### src/rtl/tqf_pkg.sv
package tqf_pkg;

    typedef enum logic [1:0] {
        ST_IDLE  = 2'd0,
        ST_ISSUE = 2'd1,
        ST_WAIT  = 2'd2
    } tqf_state_e;

    // Z-order position of a texel inside its 4x4 tile
    function automatic logic [3:0] z_index(input logic [1:0] xl, input logic [1:0] yl);
        return {yl[1], xl[1], yl[0], xl[0]};
    endfunction

    // Next needed slot above cur: {found, slot}
    function automatic logic [2:0] next_slot(input logic [3:0] need, input logic [1:0] cur);
        logic [2:0] r;
        r = 3'b000;
        for (int j = 3; j >= 0; j--) begin
            if ((j > int'(cur)) && need[j]) begin
                r = {1'b1, 2'(j)};
            end
        end
        return r;
    endfunction

endpackage

### src/rtl/tqf_clamp.sv
module tqf_clamp #(
    parameter int COORD_W = 12
) (
    input  logic [COORD_W-1:0] coord,
    input  logic [COORD_W-1:0] limit,
    output logic [COORD_W-1:0] c_lo,
    output logic [COORD_W-1:0] c_hi
);
    logic [COORD_W:0] last_v;
    logic [COORD_W:0] next_v;

    always_comb begin
        last_v = {1'b0, limit} - 1'b1;
        next_v = {1'b0, coord} + 1'b1;
        c_lo   = ({1'b0, coord} > last_v) ? last_v[COORD_W-1:0] : coord;
        c_hi   = (next_v > last_v) ? last_v[COORD_W-1:0] : next_v[COORD_W-1:0];
    end
endmodule

### src/rtl/tqf_tile_addr.sv
module tqf_tile_addr #(
    parameter int ADDR_W     = 32,
    parameter int COORD_W    = 12,
    parameter int TILE_SHIFT = 6
) (
    input  logic [ADDR_W-1:0]  base,
    input  logic [COORD_W-1:0] pitch,
    input  logic [COORD_W-3:0] tile_col,
    input  logic [COORD_W-3:0] tile_row,
    output logic [ADDR_W-1:0]  line_addr
);
    logic [ADDR_W-1:0] tile_num;

    always_comb begin
        tile_num  = ADDR_W'(tile_row) * ADDR_W'(pitch) + ADDR_W'(tile_col);
        line_addr = base + (tile_num << TILE_SHIFT);
    end
endmodule

### src/rtl/tqf_lane_pick.sv
module tqf_lane_pick #(
    parameter int PIX_W = 32
) (
    input  logic [16*PIX_W-1:0] line,
    input  logic [3:0]          idx,
    output logic [PIX_W-1:0]    pixel
);
    always_comb begin
        pixel = line[idx*PIX_W +: PIX_W];
    end
endmodule

### src/rtl/tqf_quad_fetch.sv
module tqf_quad_fetch
    import tqf_pkg::*;
#(
    parameter int ADDR_W  = 32,
    parameter int COORD_W = 12,
    parameter int PIX_W   = 32
) (
    input  logic                 clk,
    input  logic                 rst_n,
    input  logic                 req_valid,
    output logic                 req_ready,
    input  logic [ADDR_W-1:0]    req_base,
    input  logic [COORD_W-1:0]   req_width,
    input  logic [COORD_W-1:0]   req_height,
    input  logic [COORD_W-1:0]   req_pitch,
    input  logic [COORD_W-1:0]   req_x,
    input  logic [COORD_W-1:0]   req_y,
    output logic                 mem_req_valid,
    input  logic                 mem_req_ready,
    output logic [ADDR_W-1:0]    mem_req_addr,
    input  logic                 mem_rsp_valid,
    input  logic [16*PIX_W-1:0]  mem_rsp_line,
    output logic                 done,
    output logic [PIX_W-1:0]     texel_tl,
    output logic [PIX_W-1:0]     texel_tr,
    output logic [PIX_W-1:0]     texel_bl,
    output logic [PIX_W-1:0]     texel_br
);
    localparam int TILE_PIX   = 16;
    localparam int TILE_BYTES = TILE_PIX * PIX_W / 8;
    localparam int TILE_SHIFT = $clog2(TILE_BYTES);
    localparam int TC_W       = COORD_W - 2;
    localparam int CORNERS    = 4;

    typedef struct packed {
        tqf_state_e                        st;
        logic [1:0]                        slot;
        logic [CORNERS-1:0]                need;
        logic [CORNERS-1:0][ADDR_W-1:0]    addr;
        logic [CORNERS-1:0][3:0]           idx;
        logic [CORNERS-1:0][1:0]           owner;
        logic [CORNERS-1:0][PIX_W-1:0]     texel;
        logic                              done;
    } state_t;

    state_t s_d, s_q;

    // ---- coordinate clamping ----
    logic [COORD_W-1:0] x0, x1, y0, y1;

    tqf_clamp #(.COORD_W(COORD_W)) u_clamp_x (
        .coord(req_x), .limit(req_width), .c_lo(x0), .c_hi(x1)
    );
    tqf_clamp #(.COORD_W(COORD_W)) u_clamp_y (
        .coord(req_y), .limit(req_height), .c_lo(y0), .c_hi(y1)
    );

    logic [TC_W-1:0] tcol0, tcol1, trow0, trow1;
    logic            split_x, split_y;

    always_comb begin
        tcol0   = x0[COORD_W-1:2];
        tcol1   = x1[COORD_W-1:2];
        trow0   = y0[COORD_W-1:2];
        trow1   = y1[COORD_W-1:2];
        split_x = (tcol0 != tcol1);
        split_y = (trow0 != trow1);
    end

    // ---- per-corner tile address and in-tile index ----
    logic [CORNERS-1:0][ADDR_W-1:0] corner_addr;
    logic [CORNERS-1:0][3:0]        corner_idx;
    logic [CORNERS-1:0][PIX_W-1:0]  picked;

    for (genvar k = 0; k < CORNERS; k++) begin : g_corner
        localparam bit RIGHT = (k % 2) == 1;
        localparam bit LOWER = k >= 2;

        logic [TC_W-1:0]    tc;
        logic [TC_W-1:0]    tr;
        logic [COORD_W-1:0] cx;
        logic [COORD_W-1:0] cy;

        always_comb begin
            tc = RIGHT ? tcol1 : tcol0;
            tr = LOWER ? trow1 : trow0;
            cx = RIGHT ? x1 : x0;
            cy = LOWER ? y1 : y0;
            corner_idx[k] = z_index(cx[1:0], cy[1:0]);
        end

        tqf_tile_addr #(
            .ADDR_W(ADDR_W), .COORD_W(COORD_W), .TILE_SHIFT(TILE_SHIFT)
        ) u_addr (
            .base(req_base), .pitch(req_pitch),
            .tile_col(tc), .tile_row(tr),
            .line_addr(corner_addr[k])
        );

        tqf_lane_pick #(.PIX_W(PIX_W)) u_pick (
            .line(mem_rsp_line), .idx(s_q.idx[k]), .pixel(picked[k])
        );
    end

    // ---- next-state logic ----
    logic [2:0] nxt;

    always_comb begin
        s_d      = s_q;
        s_d.done = 1'b0;
        nxt      = next_slot(s_q.need, s_q.slot);

        unique case (s_q.st)
            ST_IDLE: begin
                if (req_valid) begin
                    s_d.st    = ST_ISSUE;
                    s_d.slot  = 2'd0;
                    s_d.need  = {split_x & split_y, split_y, split_x, 1'b1};
                    s_d.addr  = corner_addr;
                    s_d.idx   = corner_idx;
                    // slot that supplies each corner after tile merging
                    s_d.owner[0] = 2'b00;
                    s_d.owner[1] = {1'b0, split_x};
                    s_d.owner[2] = {split_y, 1'b0};
                    s_d.owner[3] = {split_y, split_x};
                end
            end
            ST_ISSUE: begin
                if (mem_req_ready) begin
                    s_d.st = ST_WAIT;
                end
            end
            ST_WAIT: begin
                if (mem_rsp_valid) begin
                    for (int t = 0; t < CORNERS; t++) begin
                        if (s_q.owner[t] == s_q.slot) begin
                            s_d.texel[t] = picked[t];
                        end
                    end
                    if (nxt[2]) begin
                        s_d.slot = nxt[1:0];
                        s_d.st   = ST_ISSUE;
                    end else begin
                        s_d.st   = ST_IDLE;
                        s_d.done = 1'b1;
                    end
                end
            end
            default: s_d.st = ST_IDLE;
        endcase
    end

    always_ff @(posedge clk) begin
        if (!rst_n) begin
            s_q <= '0;
        end else begin
            s_q <= s_d;
        end
    end

    // ---- outputs ----
    always_comb begin
        req_ready     = (s_q.st == ST_IDLE);
        mem_req_valid = (s_q.st == ST_ISSUE);
        mem_req_addr  = s_q.addr[s_q.slot];
        done          = s_q.done;
        texel_tl      = s_q.texel[0];
        texel_tr      = s_q.texel[1];
        texel_bl      = s_q.texel[2];
        texel_br      = s_q.texel[3];
    end

endmodule

### config.mk
export PLATFORM = sky130hd
export DESIGN_NAME = tqf_quad_fetch
export DESIGN_NICKNAME = d
export VERILOG_FILES = /design/src/rtl/tqf_pkg.sv /design/src/rtl/tqf_clamp.sv /design/src/rtl/tqf_tile_addr.sv /design/src/rtl/tqf_lane_pick.sv /design/src/rtl/tqf_quad_fetch.sv
export SDC_FILE = /design/constraint.sdc
export NUM_CORES = 2
export LEC_CHECK = 0
export CORE_AREA = 2 2 299 301
export CTS_CLUSTER_SIZE = 40
export DETAILED_ROUTE_END_ITERATION = 8
export DIE_AREA = 0 0 301 303
export DONT_BUFFER_PORTS = 1
export SKIP_LAST_GASP = 1
export SLEW_MARGIN = 5
export SYNTH_ARGS = -nofsm -noshare
export SYNTH_HDL_FRONTEND = slang
export SYNTH_SLANG_ARGS = --single-unit
### constraint.sdc
create_clock -name clk -period 22.9 [get_ports clk]
set_input_delay 2.29 -clock clk [delete_from_list [all_inputs] [get_ports clk]]
set_output_delay 2.29 -clock clk [all_outputs]
set_load 0.01 [all_outputs]
==> impl_metrics.py <==
metrics = {
    "outcome": {
        "status": "completed",
    },
    "logic_synthesis": {
        "synth_top_family_by_area": "multiplexers",
        "synth_edf_count": 0,
        "yosys.area_share.adder_pct": 16.8,
        "synthXorXnorAreaFrac_pct": 5.40,
        "syn-cell-area_um2": 41600,
        "ys_types": 79,
        "muxShareOfSynthArea_pct": 32.3,
        "yosys_warnings": 0,
        "synthFlopType": "dfxtp_1",
        "yosysSeqAreaShare_pct": 12.2,
        "netlist_instances": 4445,
        "synthSimpleGateAreaFrac_pct": 13.8,
        "async_reset_ff_share_pct": 0,
        "synth_compound_area_share_pct": 12.1,
        "synth_nets": 5515,
        "synth-seq-cells": 254,
        "syn_avg_cell_area_um2": 9.37,
    },
    "flow_run": {
        "max_cap_violations": 0,
    },
    "clocking": {
        "cts_resized": 0,
        "cts_root_buffer": "clkbuf_16",
        "cts_setup_buffers": 0,
        "cts.sink_count": 254,
        "holdBufCountCts": 0,
        "cts_made_buffers": 35,
        "cts_max_path_buffers": 3,
        "ctsHtreeMaxLevel": 2,
        "clock_latency_ns": 0.58,
        "cts_tree": "done",
        "clk_pin_slew_ns": 0.06,
    },
    "floorplan": {
        "die_height_um": 303,
        "fp.coreArea_um2": 88000,
        "die_area_um2": 91200,
        "io_pins": 772,
        "die_x_um": 301,
        "row_count": 109,
        "start_util_pct": 47.3,
    },
    "global_route": {
        "grt_pass1_wl_um": 252000,
        "track_usage_pct": 38.3,
        "grt_max_degree": 158,
        "grt_overflow_total": 0,
        "antenna_found_initial": 35,
        "grt_pass1_vias": 34569,
    },
    "sta": {
        "worst_pin_slew_ns": 1.44,
        "fmax_ghz": 0.0741,
        "drv_slew": 0,
        "setup_viol": 0,
        "finClkSkew_ns": 0.0287,
        "fin_crit_ns": 13.50,
        "fin_crit_sh_pct": 59.0,
        "slew_headroom_pct": 3.19,
        "hold_viol_final": 0,
        "rsz0062_at_grt": "no",
        "fin_setup_tns_ns": 0,
    },
    "worst_setup_path": {
        "cp_slowest_cell": "mux2i_1",
        "critPathKind": "primary input to register",
        "cp-start-kind": "primary input",
        "cpPeakStageDelay_ns": 0.94,
        "worstPathArrival_ns": 13.93,
        "cpMostUsedCell": "fa_1",
        "crit_fanout": 13,
        "r2r_slack_ns": 18.27,
        "required_ns": 23.33,
        "end_kind": "register",
    },
    "placement": {
        "place_hpwl_um": 142000,
        "routabilityCongestion": 1.04,
        "io_buffers": 0,
    },
    "cells_and_area": {
        "drive_above_1_share_pct": 17.2,
        "syn_to_final_growth_pct": 2.79,
        "nNetsFinal": 5160,
    },
    "drt": {
        "dr.pass1.iters": 6,
        "vias": 35695,
        "drt_iter0_drc": 3798,
        "antenna_left": 0,
        "route.detailed.drc": 0,
        "viasPerCell": 6.67,
        "totalWireLength_um": 177000,
        "wl_per_cell_um": 33.1,
    },
    "worst_hold_path": {
        "hold_path.class": "register to register",
    },
}
==> cells in the mapped netlist (23+ instances only) <==
library cell,instances,area [um^2]
nand2_1,546,2050
mux4_2,490,11000
a21oi_1,381,1910
ha_1,297,3720
clkbuf_1,256,961
dfxtp_1,254,5080
inv_1,245,920
nor2_1,217,815
xnor2_1,186,1630
mux2i_1,168,1680
fa_1,164,3280
and2_1,131,820
o21ai_0,131,656
buf_4,128,961
a211oi_1,91,683
nor2b_1,75,469
xor2_1,68,596
mux2_2,64,721
nand3_1,58,290
buf_1,55,206
a21o_1,50,375
nor3_1,42,210
nand2b_1,36,225
o21bai_1,33,248
o21a_1,28,210
o211ai_1,27,203
and3_1,23,144
nand4_1,23,144
==> logic make-up after synthesis <==
logic type	Yosys count
AND/OR/NAND/NOR	1230
AO/OA/AOI/OAI	834
multiplexers	723
buffers and inverters	687
adder cells (fa/ha/maj)	462
XOR/XNOR	255
flip-flops	254
==> stage by stage <==
stage               area (um^2)  worst slack [ns]  std cells  util, %  hold slack, ns
global route              42700              8.58       5298     48.5           0.471
floorplan                 41600             10.27       4445        -           0.429
detailed placement        41400              8.91       5218     47.1           0.443
global placement          41400              9.12       5218     47.1           0.437
finish                    42800              9.40       5355     48.7           0.447
CTS                       42600              9.50       5280     48.4           0.449
==> placed cells by master (no fill, tap or decap), drive strengths merged, types with 75 or more instances in the layout <==
| cell | instances |
|---|---|
| a21oi | 382 |
| inv | 254 |
| o21ai | 132 |
| nand2 | 546 |
| mux2i | 168 |
| mux4 | 490 |
| a211oi | 91 |
| nor2 | 217 |
| nor2b | 75 |
| fa | 164 |
| xnor2 | 186 |
| diode | 75 |
| dfxtp | 254 |
| ha | 297 |
| and2 | 131 |
==> state kept, by name, summed over array words and instances, names as in the netlist <==
| name | flops |
|---|---|
| done | 1 |
| texel_bl | 32 |
| texel_br | 32 |
| texel_tl | 32 |
| s_q | 125 |
| texel_tr | 32 |
==> final timing paths <==
check        cells after the start                        to                   from
max reg2reg                      7  texel_tl[8]$_SDFFE_PN0P_  s_q[138]$_SDFFE_PN0P_
max                             39     s_q[248]$_SDFFE_PN0P_          req_height[0]
min reg2reg                      2     s_q[203]$_SDFFE_PN0P_  s_q[203]$_SDFFE_PN0P_
min                              2     s_q[203]$_SDFFE_PN0P_  s_q[203]$_SDFFE_PN0P_
==> critical path: cells and delay by family <==
family	cells	cell delay (ns)
xor+xnor	3	0.73
buf+inv	4	0.48
fa+ha+maj	9	3.73
mux	1	0.94
compound gates	9	2.45
simple gates	13	3.30
==> layout make-up <==
cell class,instances,area [um^2]
Fill cell,8356,45200
Multi-Input combinational cell,3504,33500
Sequential cell,254,5120
Tap cell,1165,1460
Clock buffer,46,968
Inverter,246,931
Timing Repair Buffer,49,405
Clock inverter,16,194
Antenna cell,75,188
==> per-layer routing <==
layer | global-route usage [%] | part of all wire, % | vias up
li1 | - | - | 15512
met1 | 44.8 | 36 | 17826
met2 | 59.5 | 44 | 1921
met3 | 15.6 | 12 | 426
met4 | 22.0 | 7.0 | 10
met5 | 0.207 | 0.13 | -
Power is not shown: default switching activity piles up to over one toggle a cycle in this logic, so the estimate is an artifact.
